==> config.mk <==
export PLATFORM = sky130hd
export DESIGN_NAME = completion_queue
export DESIGN_NICKNAME = d
export VERILOG_FILES = /design/src/rtl/cq_pkg.sv /design/src/rtl/cq_rename_pool.sv /design/src/rtl/cq_single_slot.sv /design/src/rtl/cq_dispatch_gate.sv /design/src/rtl/cq_entry_ring.sv /design/src/rtl/completion_queue.sv
export SDC_FILE = /design/constraint.sdc
export NUM_CORES = 1
export LEC_CHECK = 0
export ABC_CLOCK_PERIOD_IN_PS = 6000
export BUFFER_PORTS_ARGS = -buffer_cell sky130_fd_sc_hd__buf_4
export CAP_MARGIN = 15
export CORE_UTILIZATION = 65
export CTS_BUF_LIST = sky130_fd_sc_hd__clkbuf_2
export DETAILED_ROUTE_END_ITERATION = 16
export PLACE_DENSITY_LB_ADDON = 0.15
export SLEW_MARGIN = 20
export SYNTH_ARGS = -nofsm -noshare
export SYNTH_HDL_FRONTEND = slang
export SYNTH_SLANG_ARGS = --single-unit
==> constraint.sdc <==
create_clock -name clk -period 6 [get_ports clk]
set_input_delay 0.3 -clock clk [delete_from_list [all_inputs] [get_ports clk]]
set_output_delay 0.3 -clock clk [all_outputs]
set_load 0.02 [all_outputs]
==> src/rtl/cq_pkg.sv <==
package cq_pkg;
  localparam int unsigned CQ_WAYS  = 2;
  localparam int unsigned CQ_NSPEC = 3;

  typedef struct packed {
    logic gp;
    logic fp;
    logic cond;
    logic link;
    logic loop;
  } dest_kind_t;

  localparam int unsigned CQ_KIND_W = $bits(dest_kind_t);
endpackage

==> src/rtl/cq_rename_pool.sv <==
module cq_rename_pool #(
  parameter int N  = 6,
  parameter int TW = (N > 1) ? $clog2(N) : 1,
  parameter int CW = $clog2(N + 1)
) (
  input  logic            clk,
  input  logic            rst,
  input  logic            flush,
  input  logic [1:0]      alloc_req,
  output logic [2*TW-1:0] alloc_tag,
  input  logic [1:0]      free_req,
  input  logic [2*TW-1:0] free_tag,
  output logic [CW-1:0]   free_cnt
);
  logic [N-1:0]  avail_q, avail_n;
  logic [CW-1:0] cnt_q;
  logic [TW-1:0] first_idx, second_idx;

  function automatic logic [TW-1:0] lowest(input logic [N-1:0] v);
    logic [TW-1:0] r;
    r = '0;
    for (int i = N - 1; i >= 0; i--) begin
      if (v[i]) r = TW'(i);
    end
    return r;
  endfunction

  always_comb begin
    first_idx  = lowest(avail_q);
    second_idx = lowest(avail_q & ~(N'(1) << first_idx));
  end

  assign alloc_tag[TW-1:0]    = first_idx;
  assign alloc_tag[2*TW-1:TW] = alloc_req[0] ? second_idx : first_idx;

  always_comb begin
    avail_n = avail_q;
    if (alloc_req[0]) avail_n[alloc_tag[TW-1:0]]    = 1'b0;
    if (alloc_req[1]) avail_n[alloc_tag[2*TW-1:TW]] = 1'b0;
    if (free_req[0])  avail_n[free_tag[TW-1:0]]     = 1'b1;
    if (free_req[1])  avail_n[free_tag[2*TW-1:TW]]  = 1'b1;
  end

  always_ff @(posedge clk) begin
    if (rst || flush) begin
      avail_q <= '1;
      cnt_q   <= CW'(N);
    end else begin
      avail_q <= avail_n;
      cnt_q   <= cnt_q + CW'(free_req[0]) + CW'(free_req[1])
                       - CW'(alloc_req[0]) - CW'(alloc_req[1]);
    end
  end

  assign free_cnt = cnt_q;
endmodule

==> src/rtl/cq_single_slot.sv <==
module cq_single_slot (
  input  logic       clk,
  input  logic       rst,
  input  logic       flush,
  input  logic [1:0] take,
  input  logic [1:0] give,
  output logic       avail
);
  logic busy_q;

  always_ff @(posedge clk) begin
    if (rst || flush) begin
      busy_q <= 1'b0;
    end else if (|take) begin
      busy_q <= 1'b1;
    end else if (|give) begin
      busy_q <= 1'b0;
    end
  end

  assign avail = ~busy_q;
endmodule

==> src/rtl/cq_dispatch_gate.sv <==
module cq_dispatch_gate
  import cq_pkg::*;
#(
  parameter int ECW = 3,
  parameter int GCW = 3,
  parameter int FCW = 3
) (
  input  logic                flush,
  input  logic [1:0]          req,
  input  dest_kind_t          kind0,
  input  dest_kind_t          kind1,
  input  logic [ECW-1:0]      free_ent,
  input  logic [GCW-1:0]      free_g,
  input  logic [FCW-1:0]      free_f,
  input  logic [CQ_NSPEC-1:0] spec_avail,
  output logic [1:0]          ack
);
  logic [CQ_NSPEC-1:0] sp0, sp1;
  logic                ok0, ok1, spec_ok0, spec_ok1;

  assign sp0 = {kind0.loop, kind0.link, kind0.cond};
  assign sp1 = {kind1.loop, kind1.link, kind1.cond};

  always_comb begin
    spec_ok0 = 1'b1;
    spec_ok1 = 1'b1;
    for (int s = 0; s < int'(CQ_NSPEC); s++) begin
      if (sp0[s] && !spec_avail[s]) spec_ok0 = 1'b0;
      if (sp1[s] && (!spec_avail[s] || sp0[s])) spec_ok1 = 1'b0;
    end
    ok0 = req[0] && !flush && (int'(free_ent) >= 1) && spec_ok0
          && (int'(kind0.gp) <= int'(free_g))
          && (int'(kind0.fp) <= int'(free_f));
    ok1 = ok0 && req[1] && (int'(free_ent) >= 2) && spec_ok1
          && (int'(kind0.gp) + int'(kind1.gp) <= int'(free_g))
          && (int'(kind0.fp) + int'(kind1.fp) <= int'(free_f));
  end

  assign ack = {ok1, ok0};
endmodule

==> src/rtl/cq_entry_ring.sv <==
module cq_entry_ring #(
  parameter int DEPTH = 6,
  parameter int PW    = 16,
  parameter int EW    = 3
) (
  input  logic          clk,
  input  logic          rst,
  input  logic          flush,
  input  logic [1:0]    wr_en,
  input  logic [EW-1:0] wr_idx0,
  input  logic [EW-1:0] wr_idx1,
  input  logic [PW-1:0] wr_dat0,
  input  logic [PW-1:0] wr_dat1,
  input  logic          fin_vld,
  input  logic [EW-1:0] fin_idx,
  input  logic [1:0]    clr_en,
  input  logic [EW-1:0] rd_idx0,
  input  logic [EW-1:0] rd_idx1,
  output logic [PW-1:0] rd_dat0,
  output logic [PW-1:0] rd_dat1,
  output logic          rd_valid0,
  output logic          rd_valid1,
  output logic          rd_done0,
  output logic          rd_done1
);
  logic [PW-1:0]    mem [DEPTH];
  logic [DEPTH-1:0] valid_q, valid_n, done_q, done_n;
  logic             fin_hit;

  always_ff @(posedge clk) begin
    if (wr_en[0]) mem[wr_idx0] <= wr_dat0;
    if (wr_en[1]) mem[wr_idx1] <= wr_dat1;
  end

  assign fin_hit = fin_vld && (int'(fin_idx) < DEPTH) && valid_q[fin_idx];

  always_comb begin
    valid_n = valid_q;
    done_n  = done_q;
    if (clr_en[0]) valid_n[rd_idx0] = 1'b0;
    if (clr_en[1]) valid_n[rd_idx1] = 1'b0;
    if (fin_hit)   done_n[fin_idx]  = 1'b1;
    if (wr_en[0]) begin
      valid_n[wr_idx0] = 1'b1;
      done_n[wr_idx0]  = 1'b0;
    end
    if (wr_en[1]) begin
      valid_n[wr_idx1] = 1'b1;
      done_n[wr_idx1]  = 1'b0;
    end
  end

  always_ff @(posedge clk) begin
    if (rst || flush) begin
      valid_q <= '0;
      done_q  <= '0;
    end else begin
      valid_q <= valid_n;
      done_q  <= done_n;
    end
  end

  assign rd_dat0   = mem[rd_idx0];
  assign rd_dat1   = mem[rd_idx1];
  assign rd_valid0 = valid_q[rd_idx0];
  assign rd_valid1 = valid_q[rd_idx1];
  assign rd_done0  = done_q[rd_idx0];
  assign rd_done1  = done_q[rd_idx1];
endmodule

==> src/rtl/completion_queue.sv <==
module completion_queue
  import cq_pkg::*;
#(
  parameter int DEPTH  = 6,
  parameter int NGPR   = 6,
  parameter int NFPR   = 6,
  parameter int AREG_W = 5,
  localparam int EW  = (DEPTH > 1) ? $clog2(DEPTH) : 1,
  localparam int ECW = $clog2(DEPTH + 1),
  localparam int GW  = (NGPR > 1) ? $clog2(NGPR) : 1,
  localparam int GCW = $clog2(NGPR + 1),
  localparam int FW  = (NFPR > 1) ? $clog2(NFPR) : 1,
  localparam int FCW = $clog2(NFPR + 1)
) (
  input  logic                clk,
  input  logic                rst,
  input  logic                flush,
  input  logic [1:0]          disp_vld,
  input  logic [1:0]          disp_gpr,
  input  logic [1:0]          disp_fpr,
  input  logic [1:0]          disp_cond,
  input  logic [1:0]          disp_link,
  input  logic [1:0]          disp_loop,
  input  logic [2*AREG_W-1:0] disp_areg,
  output logic [1:0]          disp_ack,
  output logic [2*EW-1:0]     disp_entry,
  output logic [2*GW-1:0]     disp_gtag,
  output logic [2*FW-1:0]     disp_ftag,
  input  logic                fin_vld,
  input  logic [EW-1:0]       fin_entry,
  output logic [1:0]          ret_vld,
  output logic [2*EW-1:0]     ret_entry,
  output logic [1:0]          ret_gpr,
  output logic [1:0]          ret_fpr,
  output logic [1:0]          ret_cond,
  output logic [1:0]          ret_link,
  output logic [1:0]          ret_loop,
  output logic [2*AREG_W-1:0] ret_areg,
  output logic [2*GW-1:0]     ret_gtag,
  output logic [2*FW-1:0]     ret_ftag,
  output logic [ECW-1:0]      free_entries,
  output logic [GCW-1:0]      free_gpr,
  output logic [FCW-1:0]      free_fpr,
  output logic                free_cond,
  output logic                free_link,
  output logic                free_loop
);
  localparam int PW = int'(CQ_KIND_W) + AREG_W + GW + FW;

  function automatic logic [EW-1:0] wrap_inc(input logic [EW-1:0] p);
    return (p == EW'(DEPTH - 1)) ? '0 : p + 1'b1;
  endfunction

  // ring pointers and occupancy
  logic [EW-1:0]  head_q, tail_q, head_n, tail_n, tail_p1, head_p1;
  logic [ECW-1:0] count_q;

  // dispatch side
  dest_kind_t          dk0, dk1;
  logic [1:0]          ack;
  logic [2*GW-1:0]     g_tag;
  logic [2*FW-1:0]     f_tag;
  logic [CQ_NSPEC-1:0] spec_avail;
  logic [PW-1:0]       wdat0, wdat1;

  // retire side
  logic [PW-1:0]   rdat0, rdat1;
  logic            rv0, rv1, rdn0, rdn1, r0, r1;
  dest_kind_t      rk0, rk1;
  logic [AREG_W-1:0] ra0, ra1;
  logic [GW-1:0]   rg0, rg1;
  logic [FW-1:0]   rf0, rf1;

  assign dk0 = '{gp: disp_gpr[0], fp: disp_fpr[0], cond: disp_cond[0],
                 link: disp_link[0], loop: disp_loop[0]};
  assign dk1 = '{gp: disp_gpr[1], fp: disp_fpr[1], cond: disp_cond[1],
                 link: disp_link[1], loop: disp_loop[1]};

  assign free_entries = ECW'(DEPTH) - count_q;
  assign tail_p1      = wrap_inc(tail_q);
  assign head_p1      = wrap_inc(head_q);

  cq_dispatch_gate #(.ECW(ECW), .GCW(GCW), .FCW(FCW)) u_gate (
    .flush      (flush),
    .req        (disp_vld),
    .kind0      (dk0),
    .kind1      (dk1),
    .free_ent   (free_entries),
    .free_g     (free_gpr),
    .free_f     (free_fpr),
    .spec_avail (spec_avail),
    .ack        (ack)
  );

  assign disp_ack   = ack;
  assign disp_entry = {tail_p1, tail_q};
  assign disp_gtag  = g_tag;
  assign disp_ftag  = f_tag;

  // unpack retiring payloads
  assign {rk0, ra0, rg0, rf0} = rdat0;
  assign {rk1, ra1, rg1, rf1} = rdat1;

  assign r0 = rv0 && rdn0 && !flush;
  assign r1 = r0 && rv1 && rdn1;

  cq_rename_pool #(.N(NGPR), .TW(GW), .CW(GCW)) u_gpool (
    .clk       (clk),
    .rst       (rst),
    .flush     (flush),
    .alloc_req ({ack[1] & dk1.gp, ack[0] & dk0.gp}),
    .alloc_tag (g_tag),
    .free_req  ({r1 & rk1.gp, r0 & rk0.gp}),
    .free_tag  ({rg1, rg0}),
    .free_cnt  (free_gpr)
  );

  cq_rename_pool #(.N(NFPR), .TW(FW), .CW(FCW)) u_fpool (
    .clk       (clk),
    .rst       (rst),
    .flush     (flush),
    .alloc_req ({ack[1] & dk1.fp, ack[0] & dk0.fp}),
    .alloc_tag (f_tag),
    .free_req  ({r1 & rk1.fp, r0 & rk0.fp}),
    .free_tag  ({rf1, rf0}),
    .free_cnt  (free_fpr)
  );

  // special registers: index 0 condition, 1 link, 2 loop
  logic [CQ_NSPEC-1:0] sp_d0, sp_d1, sp_r0, sp_r1;
  assign sp_d0 = {dk0.loop, dk0.link, dk0.cond};
  assign sp_d1 = {dk1.loop, dk1.link, dk1.cond};
  assign sp_r0 = {rk0.loop, rk0.link, rk0.cond};
  assign sp_r1 = {rk1.loop, rk1.link, rk1.cond};

  for (genvar s = 0; s < int'(CQ_NSPEC); s++) begin : g_spec
    cq_single_slot u_slot (
      .clk   (clk),
      .rst   (rst),
      .flush (flush),
      .take  ({ack[1] & sp_d1[s], ack[0] & sp_d0[s]}),
      .give  ({r1 & sp_r1[s], r0 & sp_r0[s]}),
      .avail (spec_avail[s])
    );
  end

  assign free_cond = spec_avail[0];
  assign free_link = spec_avail[1];
  assign free_loop = spec_avail[2];

  assign wdat0 = {dk0, disp_areg[AREG_W-1:0], g_tag[GW-1:0], f_tag[FW-1:0]};
  assign wdat1 = {dk1, disp_areg[2*AREG_W-1:AREG_W], g_tag[2*GW-1:GW],
                  f_tag[2*FW-1:FW]};

  cq_entry_ring #(.DEPTH(DEPTH), .PW(PW), .EW(EW)) u_ring (
    .clk       (clk),
    .rst       (rst),
    .flush     (flush),
    .wr_en     (ack),
    .wr_idx0   (tail_q),
    .wr_idx1   (tail_p1),
    .wr_dat0   (wdat0),
    .wr_dat1   (wdat1),
    .fin_vld   (fin_vld),
    .fin_idx   (fin_entry),
    .clr_en    ({r1, r0}),
    .rd_idx0   (head_q),
    .rd_idx1   (head_p1),
    .rd_dat0   (rdat0),
    .rd_dat1   (rdat1),
    .rd_valid0 (rv0),
    .rd_valid1 (rv1),
    .rd_done0  (rdn0),
    .rd_done1  (rdn1)
  );

  always_comb begin
    head_n = r1 ? wrap_inc(head_p1) : (r0 ? head_p1 : head_q);
    tail_n = ack[1] ? wrap_inc(tail_p1) : (ack[0] ? tail_p1 : tail_q);
  end

  always_ff @(posedge clk) begin
    if (rst || flush) begin
      head_q  <= '0;
      tail_q  <= '0;
      count_q <= '0;
    end else begin
      head_q  <= head_n;
      tail_q  <= tail_n;
      count_q <= count_q + ECW'(ack[0]) + ECW'(ack[1])
                         - ECW'(r0) - ECW'(r1);
    end
  end

  // registered write-back notices
  always_ff @(posedge clk) begin
    if (rst) begin
      ret_vld   <= '0;
      ret_entry <= '0;
      ret_gpr   <= '0;
      ret_fpr   <= '0;
      ret_cond  <= '0;
      ret_link  <= '0;
      ret_loop  <= '0;
      ret_areg  <= '0;
      ret_gtag  <= '0;
      ret_ftag  <= '0;
    end else begin
      ret_vld   <= {r1, r0};
      ret_entry <= {head_p1, head_q};
      ret_gpr   <= {rk1.gp, rk0.gp};
      ret_fpr   <= {rk1.fp, rk0.fp};
      ret_cond  <= {rk1.cond, rk0.cond};
      ret_link  <= {rk1.link, rk0.link};
      ret_loop  <= {rk1.loop, rk0.loop};
      ret_areg  <= {ra1, ra0};
      ret_gtag  <= {rg1, rg0};
      ret_ftag  <= {rf1, rf0};
    end
  end
endmodule

==> run_results.csv, run 1 <==
group,metric,value,unit
timing,rsz0062_at_grt,"no",
timing,setup_slack,1.745,ns
setup_path,critPathMaxStageDelay,0.70,ns
setup_path,crit_chain,"inv_1 -> ha_1 -> or3b_2 -> nor2_1 -> or4_1 -> inv_1 -> a31oi_1 -> inv_1 -> buf_4",
clock_network,cts_sinks,181,
logic_synthesis,postSynth.asyncResetShare,0,%
run,drv_cap,0,
timing,whs,0.04763,ns
setup_path,crit_family,"simple AND/OR/NAND/NOR gates",
die,die_w,128.0,um
timing,worstMarginPinSlew,0.9872,ns
setup_path,critPathLaunchType,"flop",
min_path,worst_hold_startpoint,"disp_gpr[1]",
die,ios,101,
logic_synthesis,yosysTopAreaCellShare,27.93,%
drt,first_pass_iters,5,
setup_path,cp_slowest_cell,"a31oi_1",
drt,wirelength,29180,um
setup_path,path_max_fanout,9,
run_status,status,"complete, no violations",
logic_synthesis,syn-num-nets,1016,
die,core_area,0.01537,mm^2
setup_path,path_class,"reg -> out",
logic_synthesis,synth_area,0.01032,mm^2
clock_network,cts_resized,0,
grt,grt_pass1_vias,7995,
power_and_ir_drop,power_density,181.6,mW/mm^2
drt,first_iter_violations,942,
timing,maxSlewHeadroom,33.49,%
timing,post-route-period-util,70.92,%
die,die_y,128.0,um
placed_design,dp_hpwl,19410,um
drt,routed_via_density,6.548,
grt,grt_max_degree,54,
logic_synthesis,yosysTopAreaCell,"edfxtp_1",
finish,fin_nets,1123,
clock_network,insertion_delay,0.80,ns
timing,fmax,235.0,MHz
grt,grt_pass1_wl,44480,um
grt,grt.overflow.total,0,
logic_synthesis,ys_types,85,
min_path,hold_class,"in -> reg",
setup_path,rr_worst_depth,9,
clock_network,clk_pin_slew,0.25,ns
power_and_ir_drop,p_leak,4.358,nW
die,initial_utilization,67.15,%
timing,finalSetupTns,0,ns
placed_design,portBuffers,100,
grt,antenna_found_initial,1,
die,row_count,45,
min_path,whs_path_depth,3,
drt,wl_per_cell,22.52,um
logic_synthesis,synth_warnings,0,
setup_path,endpoint_kind,"primary output",
logic_synthesis,syn_avg_cell_area,10.71,um^2
setup_path,crit_arrival,3.96,ns
finish,fillers,1065,
setup_path,regToRegStartpoint,"head_q[2]",
clock_network,cts_max_path_buffers,2,
logic_synthesis,yosysMostFrequentCell,"edfxtp_1",
timing,slew_viol_final,0,
clock_network,numCtsBuffers,17,
timing,period_needed,4.255,ns
logic_synthesis,yosys-top-cells-count,"edfxtp_1, mux2i_1, dfxtp_1",
setup_path,reg2reg_to,"u_fpool.free_cnt[1]",
logic_synthesis,synth_edf_count,96,
finish,drive_gt1_share,24.17,%
logic_synthesis,yosysSeqAreaShare,44.42,%
clock_network,cts_tree,"done",
drt,drcViolationCount,0,
min_path,min_to,"u_ring.mem[1][15]",
setup_path,cp.required,5.70,ns
grt,track_usage,36.73,%
setup_path,cp.depth,9,
setup_path,worst-path-buf-inv,4,
finish,utilization,76.53,%
placed_design,gp_congestion,0.9658,
die,die-area,0.01639,mm^2
logic_synthesis,ys_ff_latch,181,
setup_path,rrSetupSlack,2.12,ns
finish,area_delta_synth_final,13.98,%
timing,setup_viol,0,
setup_path,crit_path_frequent_cell,"inv_1",
logic_synthesis,ys_top_cells_by_area,"edfxtp_1, dfxtp_1, mux2i_1",
clock_network,root_buffer,"clkbuf_2",
drt,dr_total_vias,8486,
clock_network,htreeDepth,4,
logic_synthesis,syn-instance-count,964,
timing,finalClockSkew,0.04618,ns
logic_synthesis,synth_flop_cell,"edfxtp_1",
power_and_ir_drop,vdd_drop_max,0.0001086,V
drt,drtAntennaViolNets,0,
placed_design,pre_cts_slack,2.139,ns
timing,hold_viol_final,0,
-- stage by stage --
step | area, um^2 | total power, mW | std cells
after floorplan | 10320 | 1.482 | 964
after global placement | 11190 | 1.559 | 1226
after detailed placement | 11190 | 1.564 | 1226
after CTS | 11760 | 2.124 | 1295
after global routing | 11760 | 2.197 | 1296
final | 11760 | 2.136 | 1296
-- cells by family after synthesis --
kind of cell	synth area share, %
compound gates	13.37
flops	44.42
xor+xnor	0.6789
mux	19.46
buf+inv	4.934
fa+ha+maj	3.152
simple gates	13.99
-- flip-flops by register name (all words and copies together) (netlist names), 6 cells and up, named ones only --
signal / count
ret_areg: 10
ret_entry: 6
ret_ftag: 6
ret_gtag: 6
u_fpool.avail_q: 6
u_gpool.avail_q: 6
u_ring.done_q: 6
u_ring.mem: 96
u_ring.valid_q: 6
-- layout by cell type (no fill, tap or decap), types with 34 or more instances in the layout --
cell,n
buf_4,120
edfxtp_1,96
mux2i_1,87
dfxtp_1,83
nor2_1,82
mux2_2,61
a21oi_1,50
inv_1,46
nand2_1,42
dlygate4sd3_1,37
o21ai_0,34
-- power breakdown --
group	internal, mW	switching (mW)	total [mW]
registers	1.32	0.0132	1.34
logic	0.0999	0.127	0.227
clock network	0.157	0.416	0.573
-- per-layer routing --
| layer | part of all wire, % | routed length [um] | track usage [%] |
|---|---|---|---|
| met5 | 0 | 0 | 0 |
| met4 | 3.5 | 1024 | 16.26 |
| met3 | 9.5 | 2786 | 7.304 |
| met2 | 46 | 13340 | 56.97 |
| met1 | 41 | 12040 | 50.22 |
-- area by class of cell --
type	instances	area [um^2]	area share (%)
Multi-Input combinational cell	666	5263	44.74
Sequential cell	181	4587	38.99
Timing Repair Buffer	157	1271	10.81
Tap cell	211	264.0	2.244
Inverter	48	180.2	1.532
Clock buffer	23	115.1	0.9785
Clock inverter	9	81.33	0.6913
Antenna cell	1	2.502	0.02127
-- worst max path at each step --
stage / start / end
after floorplan: disp_fpr[0] / u_fpool.free_cnt[1]
after global placement: disp_gpr[0] / u_fpool.free_cnt[1]
after detailed placement: disp_gpr[0] / u_fpool.free_cnt[1]
after CTS: count_q[0] / disp_gtag[5]
after global routing: count_q[0] / disp_gtag[5]
final: count_q[0] / disp_gtag[5]
-- timing repair --
| action | 4_1_cts | 5_1_grt |
|---|---|---|
| hold buffers | 37 | 0 |
| endpoints found under the hold margin | 92 | 0 |
| endpoints found under the setup margin | 0 | 0 |
| buffers inserted | 0 | 0 |
-- worst reg2reg max path: cells and delay by family (launching register included) --
kind / cells / cell delay (ns)
and+or+nand+nor: 3 / 0.96
adders and majority gates: 2 / 0.68
AOI/OAI and AO/OA: 2 / 0.67
buffers and inverters: 2 / 0.53
DFF: 1 / 0.95
Note: power is estimated with default switching activity, not from simulation.
==> inputs of run 2 (changes only) <==
- ABC_CLOCK_PERIOD_IN_PS: 6000 -> 4400
- CORE_UTILIZATION: 65 -> 62
- clock period: 6 -> 4.4 ns (I/O delays scaled with it)
==> run 2 against run 1 <==
  * Flip-flop and latch count stayed put
  * Setup slack worse by 1.5 ns
  * Clock skew decreased by 0.0082 ns
  * Sequential power increased by 36%
  * Total power increased by 43%
  * First-iteration DRC count rose by 7.1%
  * Count of clock-buffer cells in the layout down 6
  * Combinational power grew 37%
  * Non-clock buffer count grew 18
  * Critical endpoint unchanged
==> run_results.csv, run 2 (same netlist as run 1, synthesis figures left out) <==
group,metric,value,unit
clock_network,insertion_delay,0.78,ns
setup_path,path_max_fanout,9,
placed_design,dp_hpwl,19760,um
timing,slew_viol_final,0,
setup_path,rr_worst_depth,13,
finish,drive_gt1_share,25.14,%
timing,rsz0062_at_grt,"no",
setup_path,cp_slowest_cell,"a31oi_1",
clock_network,cts_tree,"done",
grt,grt_pass1_vias,8351,
power_and_ir_drop,combPwrFrac,10.2,%
power_and_ir_drop,p_leak,4.473,nW
die,core_area,0.01606,mm^2
setup_path,regToRegStartpoint,"count_q[0]",
timing,post-route-period-util,93.58,%
finish,top_regs,"u_ring.mem (96), ret_areg (10)",
timing,period_needed,4.117,ns
setup_path,cp.required,4.18,ns
timing,finalSetupTns,0,ns
drt,wl_per_cell,22.27,um
power_and_ir_drop,sequentialPowerShare,59.6,%
min_path,min_to,"u_fpool.avail_q[4]",
setup_path,crit_path_start,"count_q[0]",
setup_path,critPathLaunchType,"flop",
drt,wirelength,29370,um
setup_path,crit_path_frequent_cell,"inv_1",
drt,first_pass_iters,7,
finish,largest_register_ffs,96,
clock_network,htreeDepth,4,
setup_path,cp.depth,9,
finish,fin_nets,1141,
placed_design,pre_cts_slack,0.6411,ns
power_and_ir_drop,p_sw,0.7894,mW
clock_network,cts_sinks,181,
placed_design,portBuffers,100,
setup_path,worst-path-buf-inv,4,
power_and_ir_drop,pwr-share-clk,30.2,%
grt,grt_pass1_wl,45790,um
setup_path,endpoint_kind,"primary output",
die,row_count,46,
clock_network,cts_max_path_buffers,2,
grt,antenna_found_initial,1,
finish,top_register,"u_ring.mem",
drt,routed_via_density,6.469,
finish,fillers,1135,
setup_path,crit_family,"simple AND/OR/NAND/NOR gates",
clock_network,root_buffer,"clkbuf_2",
die,die_w,131.0,um
run,drv_cap,0,
timing,worstMarginPinSlew,0.8796,ns
finish,area_delta_synth_final,15.98,%
die,die_y,131.0,um
drt,drtAntennaViolNets,0,
timing,finalClockSkew,0.03793,ns
finish,final_cell_mix,"buf_4, edfxtp_1, mux2i_1",
min_path,worst_hold_startpoint,"disp_vld[0]",
drt,drcViolationCount,0,
setup_path,path_class,"reg -> out",
die,die-area,0.01717,mm^2
setup_path,critPathMaxStageDelay,0.70,ns
grt,track_usage,36.39,%
setup_path,rrSetupSlack,0.61,ns
power_and_ir_drop,sw_frac_of_total,25.83,%
power_and_ir_drop,power_density,255.3,mW/mm^2
timing,fmax,242.9,MHz
power_and_ir_drop,internal_power,2.267,mW
finish,utilization,74.54,%
drt,first_iter_violations,1009,
power_and_ir_drop,vdd_drop_max,0.0002066,V
timing,maxSlewHeadroom,41.09,%
run_status,status,"complete, no violations",
setup_path,reg2reg_to,"u_gpool.free_cnt[2]",
clock_network,numCtsBuffers,17,
setup_path,crit_arrival,3.90,ns
drt,dr_total_vias,8533,
clock_network,cts_resized,0,
setup_path,crit_chain,"inv_1 -> ha_1 -> or3b_2 -> nor2_1 -> or4_1 -> inv_1 -> a31oi_1 -> inv_1 -> buf_4",
timing,setup_viol,0,
clock_network,clk_pin_slew,0.28,ns
die,initial_utilization,64.27,%
grt,grt.overflow.total,0,
grt,grt_max_degree,45,
min_path,hold_class,"in -> reg",
timing,setup_slack,0.2826,ns
finish,layout_commonest_cell,"buf_4",
die,ios,101,
timing,hold_viol_final,0,
min_path,whs_path_depth,6,
placed_design,gp_congestion,0.9614,
-- run 2: how the worst max path moves through the flow --
stage,endpoint,slack [ns]
after floorplan,u_ring.mem[5][0],0.86
after global placement,u_gpool.free_cnt[1],0.71
after detailed placement,u_gpool.free_cnt[1],0.64
after CTS,disp_gtag[5],0.26
after global routing,disp_gtag[5],0.03
final,disp_gtag[5],0.28
-- run 2: power groups by stage --
stage                     clock network [mW]  registers, mW  logic, mW
after global placement                     0           1.86      0.272
final                                  0.922           1.82      0.311
after global routing                   0.999           1.83      0.334
after floorplan                            0           1.87      0.151
after detailed placement                   0           1.86      0.277
after CTS                              0.930           1.82      0.305
-- run 2: through the flow --
| stage | total power, mW | cells | instance area, um^2 | hold slack (ns) |
|---|---|---|---|---|
| 6_report | 3.056 | 1319 | 11970 | 0.1501 |
| 5_1_grt | 3.161 | 1319 | 11970 | 0.1670 |
| 4_1_cts | 3.058 | 1318 | 11970 | 0.08981 |
| 3_5_place_dp | 2.133 | 1246 | 11310 | 0.4926 |
| 3_3_place_gp | 2.128 | 1246 | 11310 | 0.4881 |
| 2_1_floorplan | 2.020 | 964 | 10320 | 0.3236 |
-- run 2: area by class of cell --
class | instances | area [um^2] | share of cell area [%]
diodes | 1 | 2.502 | 0.02091
clock buffers | 17 | 85.08 | 0.7108
clock inverters | 15 | 176.4 | 1.474
inverters | 48 | 180.2 | 1.505
multi-input cells | 666 | 5255 | 43.90
flip-flops and latches | 181 | 4587 | 38.32
well taps | 216 | 270.3 | 2.258
repair buffers | 175 | 1414 | 11.81
-- run 2: layer usage --
layer,global-route usage (%),routed length (um),vias to the layer above
met5,0,0,-
met4,19.47,1170,0
met3,7.329,3365,92
met2,57.33,13600,574
met1,47.48,11230,4014
li1,-,-,3853
-- run 2: timing repair --
| item | 4_1_cts | 5_1_grt |
|---|---|---|
| hold buffers | 40 | 0 |
| buffers inserted | 0 | 0 |
| setup endpoints to repair | 0 | 0 |
| hold endpoints to repair | 122 | 0 |
-- run 2: tightest hold or removal path, stage by stage --
cell and delay, ns:
buf_4 0.11, nand4b_2 0.19, o41ai_1 0.11, nand2_1 0.09, o41ai_1 0.09, o211ai_1 0.11
